$ cat src/rtl/dec_pkg.sv
package dec_pkg;
  typedef enum logic {
    REF_EMPTY  = 1'b0,
    REF_LOADED = 1'b1
  } ref_state_e;
endpackage

$ cat src/rtl/dec_jump_mag.sv
module dec_jump_mag #(
  parameter int DATA_W = 8
) (
  input  logic [DATA_W-1:0] cur_i,
  input  logic [DATA_W-1:0] ref_i,
  output logic [DATA_W:0]   mag_o
);
  localparam int WIDE_W = DATA_W + 1;

  function automatic logic [WIDE_W-1:0] wide_diff(
    input logic [DATA_W-1:0] a, input logic [DATA_W-1:0] b);
    logic [WIDE_W-1:0] ax, bx;
    ax = {a[DATA_W-1], a};
    bx = {b[DATA_W-1], b};
    return ax - bx;
  endfunction

  // Two's complement magnitude read as unsigned. The most negative wide code
  // maps onto 2**DATA_W, which still fits the unsigned field exactly.
  function automatic logic [WIDE_W-1:0] magnitude(input logic [WIDE_W-1:0] d);
    return d[WIDE_W-1] ? (~d + 1'b1) : d;
  endfunction

  logic [WIDE_W-1:0] diff;
  assign diff  = wide_diff(cur_i, ref_i);
  assign mag_o = magnitude(diff);
endmodule

$ cat src/rtl/dec_limit_cmp.sv
module dec_limit_cmp #(
  parameter int MAG_W = 9
) (
  input  logic [MAG_W-1:0] mag_i,
  input  logic [MAG_W-1:0] limit_i,
  output logic             over_o
);
  function automatic logic exceeds(input logic [MAG_W-1:0] m, input logic [MAG_W-1:0] l);
    return m > l;
  endfunction

  assign over_o = exceeds(mag_i, limit_i);
endmodule

$ cat src/rtl/dec_sat_counter.sv
module dec_sat_counter #(
  parameter int CNT_W = 16
) (
  input  logic             clk,
  input  logic             rst_n,
  input  logic             inc_i,
  output logic [CNT_W-1:0] count_o
);
  localparam logic [CNT_W-1:0] CNT_MAX = {CNT_W{1'b1}};

  always_ff @(posedge clk) begin
    if (!rst_n)                          count_o <= '0;
    else if (inc_i && count_o != CNT_MAX) count_o <= count_o + 1'b1;
  end
endmodule

$ cat src/rtl/diff_err_corrector.sv
module diff_err_corrector #(
  parameter int DATA_W = 8,
  parameter int CNT_W  = 16
) (
  input  logic              clk,
  input  logic              rst_n,
  input  logic              in_valid,
  input  logic [DATA_W-1:0] in_data,
  input  logic [DATA_W:0]   thresh,
  output logic              out_valid,
  output logic [DATA_W-1:0] out_data,
  output logic              out_err,
  output logic [CNT_W-1:0]  err_count
);
  import dec_pkg::*;
  localparam int MAG_W = DATA_W + 1;

  ref_state_e        ref_state;
  logic [DATA_W-1:0] ref_q;
  logic [MAG_W-1:0]  jump_mag;
  logic              jump_over;

  // Named events for the checker
  logic first_sample;
  logic jump_err;
  logic accept;

  dec_jump_mag #(.DATA_W(DATA_W)) mag_i (
    .cur_i (in_data),
    .ref_i (ref_q),
    .mag_o (jump_mag)
  );

  dec_limit_cmp #(.MAG_W(MAG_W)) cmp_i (
    .mag_i   (jump_mag),
    .limit_i (thresh),
    .over_o  (jump_over)
  );

  assign first_sample = in_valid && (ref_state == REF_EMPTY);
  assign jump_err     = in_valid && (ref_state == REF_LOADED) && jump_over;
  assign accept       = in_valid && !jump_err;

  always_ff @(posedge clk) begin
    if (!rst_n) begin
      ref_state <= REF_EMPTY;
      ref_q     <= '0;
      out_valid <= 1'b0;
      out_data  <= '0;
      out_err   <= 1'b0;
    end else begin
      out_valid <= in_valid;
      out_err   <= jump_err;
      if (in_valid) out_data <= jump_err ? ref_q : in_data;
      if (accept) begin
        ref_q     <= in_data;
        ref_state <= REF_LOADED;
      end
    end
  end

  dec_sat_counter #(.CNT_W(CNT_W)) cnt_i (
    .clk     (clk),
    .rst_n   (rst_n),
    .inc_i   (jump_err),
    .count_o (err_count)
  );
endmodule

$ cat config.mk
export PLATFORM = sky130hd
export DESIGN_NAME = diff_err_corrector
export DESIGN_NICKNAME = d
export VERILOG_FILES = /design/src/rtl/dec_pkg.sv /design/src/rtl/dec_jump_mag.sv /design/src/rtl/dec_limit_cmp.sv /design/src/rtl/dec_sat_counter.sv /design/src/rtl/diff_err_corrector.sv
export SDC_FILE = /design/constraint.sdc
export NUM_CORES = 1
export LEC_CHECK = 0
export BUFFER_PORTS_ARGS = -buffer_cell sky130_fd_sc_hd__buf_2
export CORE_ASPECT_RATIO = 0.6
export CORE_UTILIZATION = 35
export CTS_CLUSTER_DIAMETER = 150
export CTS_CLUSTER_SIZE = 14
export DETAILED_ROUTE_END_ITERATION = 8
export SKIP_LAST_GASP = 1
export SLEW_MARGIN = 15
export SYNTH_ARGS = -nofsm -noshare
export SYNTH_HDL_FRONTEND = slang
export SYNTH_SLANG_ARGS = --single-unit
$ cat constraint.sdc
create_clock -name clk -period 6.23 [get_ports clk]
set_input_delay 0.9345 -clock clk [delete_from_list [all_inputs] [get_ports clk]]
set_output_delay 0.9345 -clock clk [all_outputs]
set_load 0.02 [all_outputs]
After elaboration in Yosys (flattened, before gate mapping):

Index checks and enable logic that the tools add are counted.

* equal/unequal tests: 1
* bitwise logic cells: 1
* magnitude comparators: 1
* multiplexer cells: 2
* $add $sub $neg: 3
* reductions and logical operators: 5

Operator list (number)
* 16-bit by 1-bit adder with 16-bit output, second input constant: 1
* 16-bit != test, second input constant: 1
* 9-bit by 1-bit adder with 9-bit output, second input constant: 1
* 9-bit greater-than comparator: 1
* 9-bit two-way mux: 1
* 9-bit inverter: 1
* 8-bit by 8-bit subtractor with 9-bit output: 1
* 8-bit two-way mux: 1
* 1-bit logical AND: 4
* 1-bit logical NOT: 1

* output and inout bits: 26
* input port bits: 20
* register bits: 35
* logic and storage cells: 19

Longest topological paths before layout:

* depth in word-level cells: 8
* mapped depth: 18
* gate-level depth less buffers: 17

Modules after synthesis:

From an unflattened synthesis, not the netlist that was laid out.

* cell total of the unflattened synthesis: 288
* area total of the unflattened synthesis: 2428.6 um2

By module, submodules not included
* diff_err_corrector: area each 850.8 um2, seq. area each 380.4 um2, times used 1, cells each 90
* dec_sat_counter: area each 837.1 um2, seq. area each 320.3 um2, times used 1, cells each 97
* dec_jump_mag: area each 519.2 um2, seq. area each 0.0 um2, times used 1, cells each 70
* dec_limit_cmp: area each 221.5 um2, seq. area each 0.0 um2, times used 1, cells each 31

Least setup slack after synthesis:

OpenSTA, ideal clock, no wires.

* path kind: input to register
* from: in in_data[0]
* to: reg cnt_i.count_o[0]
* arrival: 4.085 ns
* library setup time: 0.115 ns
* setup slack: 2.030 ns
* stages on the path: 18
* required time: 6.115 ns
* path buffers: 1
* cells stage by stage: inv_1 -> ha_1 -> inv_1 -> fa_1 -> a211oi_2 -> nor3b_1 -> o221ai_2 -> o311ai_1 -> a31oi_1 -> xor2_1 -> ha_1 -> nand4_1 -> nor3_2 -> a2111oi_2 -> buf_6 -> nor3_2 -> xor2_1 -> and2_1

* longest elaborated chain between the ends: 7

RTL lines
* start, declared: line diff_err_corrector.sv:8 `input logic [DATA_W-1:0] in_data,`
* 8-bit by 8-bit subtractor with 9-bit output (*): line dec_jump_mag.sv:15 `return ax - bx;`
* 9-bit inverter: line dec_jump_mag.sv:21 `return d[WIDE_W-1] ? (~d + 1'b1) : d;`
* 9-bit by 1-bit adder with 9-bit output: line dec_jump_mag.sv:21
* 9-bit two-way mux (*): line dec_jump_mag.sv:21
* 9-bit greater-than comparator (*): line dec_limit_cmp.sv:9 `return m > l;`
* 1-bit logical AND (*): line diff_err_corrector.sv:41 `assign jump_err = in_valid && (ref_state == REF_LOADED) && jump_over;`
* 1-bit logical AND (*): line dec_sat_counter.sv:13 `else if (inc_i && count_o != CNT_MAX) count_o <= count_o + 1'b1;`
* end signal, assigned: line dec_sat_counter.sv:13
* end, declared: line dec_sat_counter.sv:7 `output logic [CNT_W-1:0] count_o`

Every way passes the cells marked *; elsewhere a longest branch is shown, timed or not.
A chain may end at the register's enable or synchronous reset.

Worst setup path in the final report:

* from: in in_data[0]
* to: reg out_data[1]

* longest elaborated chain between the ends: 7

RTL lines
* 8-bit by 8-bit subtractor with 9-bit output (*): line dec_jump_mag.sv:15
* 9-bit inverter: line dec_jump_mag.sv:21
* 9-bit by 1-bit adder with 9-bit output: line dec_jump_mag.sv:21
* 9-bit two-way mux (*): line dec_jump_mag.sv:21
* 9-bit greater-than comparator (*): line dec_limit_cmp.sv:9
* 1-bit logical AND (*): line diff_err_corrector.sv:41
* 8-bit two-way mux (*): line diff_err_corrector.sv:54 `if (in_valid) out_data <= jump_err ? ref_q : in_data;`
* end signal, assigned: line diff_err_corrector.sv:54
* end, declared: line diff_err_corrector.sv:11 `output logic [DATA_W-1:0] out_data,`

Marks and branches as above.

==> results.cfg <==
[floorplan]
rows = 22
die-area_um2 = 6980
boundaryPins = 46
dieHeight_um = 65.1
start_util_pct = 37.2
die_w_um = 107
coreArea_um2 = 6250

[flow_run]
maxCapViolations = 0

[grt]
grt_usage_pct = 16.2
grt_start_max_net_pins = 41
grt_pass1_vias = 1763
antenna_found_initial = 0
grt_overflow = 0
grt_pass1_wl_um = 8650

[setup_path]
cp-start-kind = primary input
rrSetupSlack_ns = 1.83
worstPathArrival_ns = 5.04
critPathKind = primary input to flip-flop
regToRegStartpoint = ref_q[0]
critical_path_peak_fanout = 12
cp-end-kind = flip-flop
crit_required_ns = 6.43
timing.rr.end = out_data[1]
rr_worst_depth = 17

[final_layout]
design_area_um2 = 2710
drive_gt1_share_pct = 24.2
final_cell_mix = buf_2, dfxtp_1, inv_1
diodes = 0
final_cells = 390
final_common_cell = buf_2
fin_nets = 346
synthToLayoutAreaGrowth_pct = 16.6

[routing]
first_pass_iters = 7
vias_per_cell = 5.13
drc = 0
routed_wl_um = 5160
drtAntennaViolNets = 0
drt_iter0_markers = 82
wire_per_inst_um = 13.2
vias = 1999

[logic_synthesis]
synth-async-reset-ratio_pct = 0
synth_mux_area_share_pct = 2.21
avgSynthCellArea_um2 = 8.87
syn_nets = 302
synth-simple-area-share_pct = 25.3
synth-edff-count = 0
ys_ff_latch = 35
yosys.area_share.xor_xnor_pct = 6.78
synth_compound_area_share_pct = 18.4
ys_types = 51
synth_top_family_by_area = simple AND/OR/NAND/NOR gates
syn_area_um2 = 2320
synth_warnings = 0
synthCells = 262
synth_top_flop_cell = dfxtp_1
seq_area_frac_synth_pct = 30.1
synth-adder-area-share_pct = 11.1

[timing]
setup_viol = 0
holdWs_ns = 0.497
post-route-min-period_ns = 4.84
clock_skew_ns = 0.00632
tns_ns = 0
relSlewSlack_pct = 58.6
rsz0062_at_grt = no
hold_viol = 0
worst_slew_pin_slew_ns = 0.618
max_freq_mhz = 207
period_share_pct = 77.6
drv_slew = 0

[worst_hold_path]
min_to = ref_state
hp-start = ref_state
hold_class = flip-flop to flip-flop
whs_path_depth = 1

[power]
powerDensity_nw_per_um2 = 214
leakage_nw = 1.22
p_total_uw = 580
vdd_drop_max_mv = 0.0906

[placed_design]
placed_cells = 383
gp_congestion = 0.763
placed_cell_area_um2 = 2620
hpwl_um = 4000
port_buffers = 45

[clock_tree]
cts_setup_buffers = 0
cts_htree_levels = 2
cts.sinks = 35
cts-buffers-inserted = 5
cts_hold_buf = 0
clock_path_buffers = 2
clock-root-buffer = clkbuf_8
clock_latency_ns = 0.29
cts_tree = done
clk_pin_slew_ns = 0.07
post_cts_resized = 0

[outcome]
status = complete, no violations
## stage by stage
| step | worst slack [ns] | utilization (%) |
|---|---|---|
| floorplan | 2.03 | - |
| CTS | 1.41 | 43.4 |
| global placement | 1.25 | 42.0 |
| finish | 1.39 | 43.4 |
| global route | 1.06 | 43.4 |
| detailed placement | 1.11 | 42.0 |
## final cells by class
class | count | area, µm²
sequential | 35 | 701
clock inverter | 1 | 5.00
tap | 84 | 105
fill | 624 | 3540
multi-input combinational | 195 | 1490
inverter | 21 | 78.8
clock buffer | 6 | 82.6
timing repair buffer | 48 | 248
## cells in the mapped netlist (7+ instances only)
cell	number	area (µm²)
ha_1	19	238
nand3_1	16	80.1
a21oi_1	7	35.0
dfxtp_1	35	701
a21boi_0	16	120
inv_1	21	78.8
nor2_1	14	52.6
xor2_1	13	114
and2_1	10	62.6
a22oi_1	8	60.1
nand2_1	11	41.3
o21ai_0	12	60.1
## per-layer routing
layer | share of wire [%] | vias up | global-route usage [%]
met3 | 4.5 | 7 | 4.27
met2 | 40 | 38 | 22.6
met5 | 0 | - | 0
li1 | - | 1024 | -
met1 | 54 | 930 | 24.0
met4 | 1.0 | 0 | 4.62
## sequential cells by signal, indices dropped and copies added, names as in the netlist
| register | flops |
|---|---|
| cnt_i.count_o | 16 |
| out_data | 8 |
| out_err | 1 |
| out_valid | 1 |
| ref_q | 8 |
| ref_state | 1 |
## logic make-up (layout without fill, tap and decap cells)
family / Yosys count / after routing
compound gates: 59 / 59
xor+xnor: 18 / 18
fa+ha+maj: 20 / 20
buf+inv: 32 / 76
flops: 35 / 35
mux: 5 / 5
simple gates: 93 / 93
## power by group
group	switching (mW)	total (mW)	internal [mW]	leakage [nW]
clock	0.0816	0.168	0.0867	0.0470
sequential	0.00580	0.238	0.232	0.286
combinational	0.104	0.173	0.0697	0.884
## how the worst max path moves through the flow
stage	from	endpoint	cells past startpoint
3_3_place_gp	in_data[0]	out_data[1]	19
3_5_place_dp	in_data[0]	cnt_i.count_o[14]	19
6_report	in_data[0]	out_data[1]	19
5_1_grt	in_data[0]	cnt_i.count_o[14]	19
4_1_cts	in_data[0]	cnt_i.count_o[14]	19
2_1_floorplan	in_data[0]	cnt_i.count_o[0]	18
## worst max-delay path, stage by stage
cell       delay (ns)
buf_2            0.10
inv_1            0.05
ha_1             0.16
inv_1            0.06
fa_1             0.41
a211oi_2         0.22
nor3b_1          0.13
o311ai_1         0.50
a31oi_1          0.18
xor2_1           0.18
ha_1             0.30
nand4_1          0.19
nor3_2           0.23
a2111oi_2        0.07
buf_4            0.20
nor2_1           0.51
buf_4            0.29
a22oi_1          0.07
a21boi_0         0.23
No activity file was read; power rests on OpenSTA's default activity.
